$ cat config.mk
export PLATFORM = sky130hd
export DESIGN_NAME = rx_only_tracker
export DESIGN_NICKNAME = d
export VERILOG_FILES = /design/src/rtl/rxo_pkg.sv /design/src/rtl/rxo_req_ctrl.sv /design/src/rtl/rxo_packer.sv /design/src/rtl/rxo_out_reg.sv /design/src/rtl/rx_only_tracker.sv
export SDC_FILE = /design/constraint.sdc
export NUM_CORES = 1
export LEC_CHECK = 0
export BUFFER_PORTS_ARGS = -buffer_cell sky130_fd_sc_hd__buf_2
export CORE_MARGIN = 2
export CORE_UTILIZATION = 48
export DETAILED_ROUTE_END_ITERATION = 6
export PLACE_DENSITY = 0.75
export RECOVER_POWER = 25
export SKIP_LAST_GASP = 1
export SLEW_MARGIN = 20
export SYNTH_ARGS = -nofsm -noshare
export SYNTH_HDL_FRONTEND = slang
export SYNTH_SLANG_ARGS = --single-unit
$ cat constraint.sdc
create_clock -name clk -period 4.1 [get_ports clk]
set_input_delay 0.205 -clock clk [delete_from_list [all_inputs] [get_ports clk]]
set_output_delay 0.205 -clock clk [all_outputs]
set_load 0.005 [all_outputs]
$ cat src/rtl/rxo_pkg.sv
package rxo_pkg;
  parameter int unsigned DEF_CNT_W      = 16;
  parameter int unsigned DEF_WORD_BYTES = 4;
  parameter int unsigned BYTE_BITS      = 8;
endpackage

$ cat src/rtl/rxo_req_ctrl.sv
module rxo_req_ctrl #(
  parameter int unsigned CNT_W = 16
) (
  input  logic             clk,
  input  logic             rst_n,
  input  logic             req_wr,
  input  logic [CNT_W-1:0] req_bytes,
  input  logic             byte_done,
  output logic [CNT_W-1:0] todo,
  output logic             active,
  output logic             last_byte
);
  logic accept;

  assign accept    = req_wr && (req_bytes != '0) && (todo == '0);
  assign active    = (todo != '0);
  assign last_byte = (todo == CNT_W'(1));

  always_ff @(posedge clk) begin
    if (!rst_n)         todo <= '0;
    else if (accept)    todo <= req_bytes;
    else if (byte_done) todo <= todo - CNT_W'(1);
  end
endmodule

$ cat src/rtl/rxo_packer.sv
module rxo_packer #(
  parameter int unsigned WORD_BYTES = 4,
  parameter int unsigned BYTE_BITS  = 8
) (
  input  logic                          clk,
  input  logic                          rst_n,
  input  logic                          take,
  input  logic                          bit_in,
  input  logic                          last_byte,
  output logic                          byte_done,
  output logic                          push,
  output logic [WORD_BYTES*BYTE_BITS-1:0] push_data,
  output logic [$clog2(WORD_BYTES+1)-1:0] push_nbytes
);
  localparam int unsigned WORD_W = WORD_BYTES * BYTE_BITS;
  localparam int unsigned BIT_CW = $clog2(BYTE_BITS);
  localparam int unsigned BYT_CW = (WORD_BYTES > 1) ? $clog2(WORD_BYTES) : 1;
  localparam int unsigned NB_W   = $clog2(WORD_BYTES + 1);

  logic [WORD_W-1:0] shreg;
  logic [BIT_CW-1:0] bit_cnt;
  logic [BYT_CW-1:0] byte_cnt;

  assign byte_done   = take && (bit_cnt == BIT_CW'(BYTE_BITS - 1));
  assign push        = byte_done && ((byte_cnt == BYT_CW'(WORD_BYTES - 1)) || last_byte);
  assign push_data   = {shreg[WORD_W-2:0], bit_in};
  assign push_nbytes = NB_W'(byte_cnt) + NB_W'(1);

  always_ff @(posedge clk) begin
    if (!rst_n) begin
      shreg    <= '0;
      bit_cnt  <= '0;
      byte_cnt <= '0;
    end else if (take) begin
      bit_cnt <= byte_done ? '0 : bit_cnt + BIT_CW'(1);
      if (push) begin
        shreg    <= '0;
        byte_cnt <= '0;
      end else begin
        shreg <= {shreg[WORD_W-2:0], bit_in};
        if (byte_done) byte_cnt <= byte_cnt + BYT_CW'(1);
      end
    end
  end
endmodule

$ cat src/rtl/rxo_out_reg.sv
module rxo_out_reg #(
  parameter int unsigned DATA_W = 32,
  parameter int unsigned NB_W   = 3
) (
  input  logic              clk,
  input  logic              rst_n,
  input  logic              load,
  input  logic [DATA_W-1:0] ld_data,
  input  logic [NB_W-1:0]   ld_nbytes,
  input  logic              ready,
  output logic              valid,
  output logic [DATA_W-1:0] data,
  output logic [NB_W-1:0]   nbytes
);
  always_ff @(posedge clk) begin
    if (!rst_n) begin
      valid  <= 1'b0;
      data   <= '0;
      nbytes <= '0;
    end else if (load) begin
      valid  <= 1'b1;
      data   <= ld_data;
      nbytes <= ld_nbytes;
    end else if (ready) begin
      valid <= 1'b0;
    end
  end
endmodule

$ cat src/rtl/rx_only_tracker.sv
module rx_only_tracker #(
  parameter int unsigned CNT_W      = rxo_pkg::DEF_CNT_W,
  parameter int unsigned WORD_BYTES = rxo_pkg::DEF_WORD_BYTES,
  localparam int unsigned WORD_W    = WORD_BYTES * rxo_pkg::BYTE_BITS,
  localparam int unsigned NB_W      = $clog2(WORD_BYTES + 1)
) (
  input  logic              clk,
  input  logic              rst_n,
  input  logic              req_wr,
  input  logic [CNT_W-1:0]  req_bytes,
  output logic [CNT_W-1:0]  todo_bytes,
  output logic              shift_run,
  output logic              busy,
  input  logic              bit_stb,
  input  logic              bit_in,
  output logic              word_valid,
  input  logic              word_ready,
  output logic [WORD_W-1:0] word_data,
  output logic [NB_W-1:0]   word_nbytes
);
  logic              active, last_byte, byte_done, push, take, stall;
  logic [WORD_W-1:0] push_data;
  logic [NB_W-1:0]   push_nbytes;

  assign stall     = word_valid && !word_ready;
  assign shift_run = active && !stall;
  assign take      = bit_stb && shift_run;
  assign busy      = active || word_valid;

  rxo_req_ctrl #(.CNT_W(CNT_W)) u_ctrl (
    .clk(clk), .rst_n(rst_n), .req_wr(req_wr), .req_bytes(req_bytes),
    .byte_done(byte_done), .todo(todo_bytes), .active(active),
    .last_byte(last_byte)
  );

  rxo_packer #(.WORD_BYTES(WORD_BYTES), .BYTE_BITS(rxo_pkg::BYTE_BITS)) u_pack (
    .clk(clk), .rst_n(rst_n), .take(take), .bit_in(bit_in),
    .last_byte(last_byte), .byte_done(byte_done), .push(push),
    .push_data(push_data), .push_nbytes(push_nbytes)
  );

  rxo_out_reg #(.DATA_W(WORD_W), .NB_W(NB_W)) u_out (
    .clk(clk), .rst_n(rst_n), .load(push), .ld_data(push_data),
    .ld_nbytes(push_nbytes), .ready(word_ready), .valid(word_valid),
    .data(word_data), .nbytes(word_nbytes)
  );
endmodule

==> results_dict.tcl, run 1 <==
set metrics [dict create \
    status "finished, final reports clean" \
    viasPerCell 5.19 \
    die_h_um 94.3 \
    ys_seq_elements 88 \
    clockBufferDepth 2 \
    die_area_um2 8890 \
    grt_use_total 0.188 \
    synth-warning-count 0 \
    rsz0062_at_grt "false" \
    synth_cell_types 47 \
    worstMarginPinSlew_ps 849 \
    p_leak_nw 1.57 \
    crit_path_end_kind "register" \
    synth_top_area_frac 0.450 \
    vdd_ir_drop_max_mv 0.711 \
    postCtsHoldBufs 0 \
    syn_area_um2 3920 \
    antenna_found_initial 0 \
    rr_worst_depth 7 \
    post-dp-hpwl_um 5500 \
    reg2reg_slack_ps 1590 \
    slew_violations 0 \
    cts_tree "yes" \
    gp_congestion 0.821 \
    grt_max_degree 53 \
    drc 0 \
    fin_nets 527 \
    drv_cap 0 \
    syn_nets 466 \
    fin_skew_ps 12.7 \
    startpoint "u_ctrl.todo[0]$_SDFFE_PN0P_" \
    postRouteAntennaNets 0 \
    synth.avg_cell_area_um2 8.92 \
    core_um2 7810 \
    drive_above_1_share 0.178 \
    crit_fanout 35 \
    arrival_ps 2800 \
    dr.pass1.iters 5 \
    required_ps 4380 \
    cts_buffers 9 \
    grt_pass1_vias 2907 \
    crit_type "reg2reg" \
    portBuffers 75 \
    drtIter0Drc 171 \
    postCtsResizedCells 0 \
    relSlewSlack 0.431 \
    layout_commonest_cell "nand2_1" \
    async_flop_share 0 \
    r2r_end "u_pack.bit_cnt[0]$_SDFFE_PN0P_" \
    rows 32 \
    netlist_top_cells_area "dfxtp_1 45%, nand2_1 14%, mux2i_1 8.4%, a21oi_1 4.7%, xnor2_1 2.2%" \
    timing.fmax_mhz 398 \
    postLayoutCoreUtil 0.560 \
    ios 76 \
    cts_htree_levels 3 \
    yosysTopAreaCell "dfxtp_1" \
    period_minus_slack_ps 2510 \
    area_growth_pct 11.6 \
    total_power_w 0.00288 \
    fillers 713 \
    cp-endpoint "u_pack.bit_cnt[0]$_SDFFE_PN0P_" \
    ys_seq_area_frac 0.450 \
    wl_per_cell_um 13.0 \
    grt_overflow 0 \
    die_w_um 94.3 \
    drt_wl_total_um 7880 \
    diodes 0 \
    grt_first_pass_wirelength_um 13300 \
    synthFlopType "dfxtp_1" \
    synth-edff-count 0 \
    clk_latency_ps 360 \
    hold_path.class "in2reg" \
    cts_setup_buffers 0 \
    powerDensity_nw_per_um2 659 \
    tns_ps 0 \
    clock-sinks 88 \
    clk_pin_slew_worst_paths_ps 100 \
    most-common-layout-cells "147 x nand2_1, 88 x dfxtp_1, 57 x buf_2" \
    worstSetupStartpointType "register" \
    period_share 0.613 \
    vias 3149 \
    timing.rr.start "u_ctrl.todo[0]$_SDFFE_PN0P_" \
    start_util 0.501 \
    clockRootBuffer "clkbuf_8" \
    syn-instance-count 439 \
    finalHoldViolations 0 \
    setup_viol_count_final 0 \
]
==> critical path: stages, from the launching register on <==
cell,delay [ps]
dfxtp_1,410
inv_1,80
ha_1,300
nor3b_1,200
nand4_2,180
nand3_2,560
or3_1,530
a21boi_0,170
==> worst min path at each step <==
stage	start	endpoint	cells after the start
global placement	u_out.data[15]$_SDFFE_PN0P_	u_out.data[15]$_SDFFE_PN0P_	2
floorplan	req_bytes[1]	u_ctrl.todo[1]$_SDFFE_PN0P_	2
detailed placement	u_out.data[0]$_SDFFE_PN0P_	u_out.data[0]$_SDFFE_PN0P_	2
global route	req_bytes[7]	u_ctrl.todo[7]$_SDFFE_PN0P_	3
finish	req_bytes[7]	u_ctrl.todo[7]$_SDFFE_PN0P_	3
CTS	req_bytes[7]	u_ctrl.todo[7]$_SDFFE_PN0P_	3
==> power by group <==
| group | internal [W] | switching [W] |
|---|---|---|
| Clock | 0.000238 | 0.000342 |
| Sequential | 0.000945 | 0.000130 |
| Combinational | 0.000413 | 0.000810 |
==> cell type report <==
| class | count | area [um2] | area share |
|---|---|---|---|
| Timing Repair Buffer | 76 | 360 | 0.0825 |
| Clock inverter | 7 | 75.1 | 0.0172 |
| Inverter | 3 | 11.3 | 0.00258 |
| Sequential cell | 88 | 1760 | 0.403 |
| Multi-Input combinational cell | 322 | 1910 | 0.437 |
| Clock buffer | 9 | 124 | 0.0284 |
| Tap cell | 102 | 128 | 0.0292 |
==> sequential cells by signal (all words and copies together), names as in the netlist <==
name / count
u_out.data: 32
u_pack.shreg: 31
u_ctrl.todo: 16
u_out.nbytes: 3
u_pack.bit_cnt: 3
u_pack.byte_cnt: 2
u_out.valid: 1
==> logic make-up after synthesis <==
family	synth area share
muxes	0.0844
and+or+nand+nor	0.256
AOI/OAI and AO/OA	0.104
DFF	0.450
buffers and inverters	0.0626
adders and majority gates	0.0160
xor gates and xnor gates	0.0268
==> layer usage <==
layer,share of wire,GRT usage,vias to the layer above
met5,0,0,-
li1,-,-,1603
met4,0.0077,0.0652,0
met3,0.054,0.0618,6
met1,0.47,0.240,1458
met2,0.47,0.299,82
==> synth_stat cells (2+ instances only) <==
master	n
o21ai_1	3
nand4_2	2
nor3_1	6
xor2_1	2
and3_1	4
ha_1	5
nor4b_1	4
a21boi_0	5
or3_1	3
buf_6	5
nand3_1	5
nor4_1	6
a21oi_1	37
nor4_4	3
mux2i_1	33
nand2b_1	2
nand2_1	147
nor3b_1	2
clkbuf_1	4
o21ai_0	3
dlygate4sd3_1	5
nor2_1	9
xnor2_1	10
buf_12	3
dfxtp_1	88
buf_2	6
nand3b_1	2
buf_4	3
o21ai_2	2
nand4_1	3
inv_1	3
a21boi_1	9
==> metrics by stage <==
| stage | std cells | hold slack [ps] | setup slack, ps | area (um2) |
|---|---|---|---|---|
| 2_1_floorplan | 439 | 335 | 2130 | 3920 |
| 3_3_place_gp | 591 | 439 | 1760 | 4190 |
| 3_5_place_dp | 591 | 443 | 1630 | 4190 |
| 4_1_cts | 607 | 72.5 | 1600 | 4390 |
| 5_1_grt | 607 | 76.3 | 1340 | 4370 |
| 6_report | 607 | 88.0 | 1590 | 4370 |
Note: power is estimated with default switching activity, not from simulation.
==> run 2, diff against run 1 <==
clock period = 2.55 ns   (was 4.1 ns; I/O delays follow)
==> results_dict.tcl, run 2 (same netlist as run 1, synthesis figures left out) <==
set metrics [dict create \
    drtIter0Drc 103 \
    area_growth_pct 14.6 \
    viasPerCell 5.22 \
    fin_ws_ps 336 \
    cts_setup_buffers 0 \
    multi_input_area_um2 1910 \
    portBuffers 75 \
    total_power_w 0.00491 \
    clk_pin_slew_worst_paths_ps 90 \
    antenna_found_initial 0 \
    rows 32 \
    path_cells "inv_1 -> ha_1 -> nor3b_1 -> and4_2 -> nor4_2 -> a21boi_0 -> o31a_1" \
    crit_path_end_kind "register" \
    period_share 0.868 \
    drc 0 \
    register_area_um2 1760 \
    setup_viol_count_final 0 \
    vdd_ir_drop_max_mv 0.798 \
    postCtsResizedCells 0 \
    required_ps 2800 \
    grt_pass1_vias 3100 \
    cts_buffers 9 \
    clock-sinks 88 \
    grt_first_pass_wirelength_um 13900 \
    arrival_ps 2460 \
    layout_commonest_cell "nand2_1" \
    core_um2 7810 \
    dpl_worst_slack_ps 350 \
    fin_nets 537 \
    use_met3 0.0482 \
    tns_ps 0 \
    vias 3221 \
    grt_max_degree 41 \
    rsz0062_at_grt "false" \
    finalHoldViolations 0 \
    ios 76 \
    crit_fanout 12 \
    fin_skew_ps 10.3 \
    most-common-layout-cells "147 x nand2_1, 88 x dfxtp_1, 58 x buf_2" \
    status "finished, final reports clean" \
    relSlewSlack 0.588 \
    clockRootBuffer "clkbuf_8" \
    clk_latency_ps 350 \
    met1_usage 0.239 \
    gp_congestion 0.846 \
    cts_tree "yes" \
    die_h_um 94.3 \
    powerDensity_nw_per_um2 1090 \
    clockBufferDepth 2 \
    start_util 0.501 \
    cts_htree_levels 3 \
    timing.fmax_mhz 452 \
    use_met2 0.335 \
    largest_reg_flops 32 \
    die_w_um 94.3 \
    crit_type "reg2reg" \
    placed_cells 601 \
    diodes 0 \
    regMostFlops "u_out.data" \
    wl_per_cell_um 13.3 \
    drt_wl_total_um 8190 \
    slowest_delay_ps 400 \
    slew_violations 0 \
    drv_cap 0 \
    worstMarginPinSlew_ps 618 \
    die_area_um2 8890 \
    period_minus_slack_ps 2210 \
    postCtsHoldBufs 0 \
    postRouteAntennaNets 0 \
    fin_area_um2 4490 \
    p_leak_nw 1.64 \
    grt_overflow 0 \
    dr.pass1.iters 4 \
    drive_above_1_share 0.194 \
    worstSetupStartpointType "register" \
    grt.busiest_layer "met2" \
    hold_path.class "in2reg" \
    dpl_cell_area_um2 4300 \
    grt_use_total 0.196 \
    layoutNonFillerInstCount 617 \
    crit_slowest_cell "dfxtp_1" \
    top_regs "u_out.data: 32 flops, u_pack.shreg: 31 flops, u_ctrl.todo: 16 flops" \
    fillers 743 \
    post-dp-hpwl_um 5820 \
]
run 2: cell types whose count changed in the layout (fill, tap and decap cells not counted), sizes merged:
cell and delta:
buf +11, inv -2, bufinv +1, clkinv -1, clkinvlp +1
run 2: area by class of cell:
type / count / share of cell area
inverters: 3 / 0.00251
clock buffers: 10 / 0.0307
flip-flops and latches: 88 / 0.393
multi-input cells: 322 / 0.425
repair buffers: 86 / 0.106
well taps: 102 / 0.0284
clock inverters: 6 / 0.0151
run 2: worst max-delay path, delay by kind of cell (launching register included):
family | cells | cell delay [ps]
and+or+nand+nor | 3 | 890
AOI/OAI and AO/OA | 2 | 440
DFF | 1 | 400
adders and majority gates | 1 | 300
buffers and inverters | 1 | 80
run 2: power breakdown:
part | internal (W) | total (W) | switching (W)
sequential | 0.00152 | 0.00173 | 0.000208
clock | 0.000483 | 0.000989 | 0.000506
combinational | 0.000846 | 0.00219 | 0.00135
total | 0.00285 | 0.00491 | 0.00206
run 2: worst paths after layout:
kind / from / endpoint / slack [ps] / cells past startpoint
worst max-delay path: u_ctrl.todo[0]$_SDFFE_PN0P_ / u_ctrl.todo[11]$_SDFFE_PN0P_ / 340 / 7
worst min-delay path: req_bytes[7] / u_ctrl.todo[7]$_SDFFE_PN0P_ / 20 / 3
worst max register to register: u_ctrl.todo[0]$_SDFFE_PN0P_ / u_ctrl.todo[11]$_SDFFE_PN0P_ / 340 / 7
worst min register to register: u_out.data[29]$_SDFFE_PN0P_ / u_out.data[29]$_SDFFE_PN0P_ / 460 / 2
run 2: metrics by stage:
stage / util / hold WS [ps]
floorplan: - / 258
global route: 0.575 / 20.9
CTS: 0.578 / 16.2
detailed placement: 0.551 / 390
global placement: 0.551 / 389
finish: 0.575 / 20.1
run 2: metal layers:
layer / up-vias / wire length [um]
li1: 1616 / -
met4: 0 / 102
met3: 9 / 460
met2: 73 / 3940
met1: 1523 / 3690
met5: - / 0
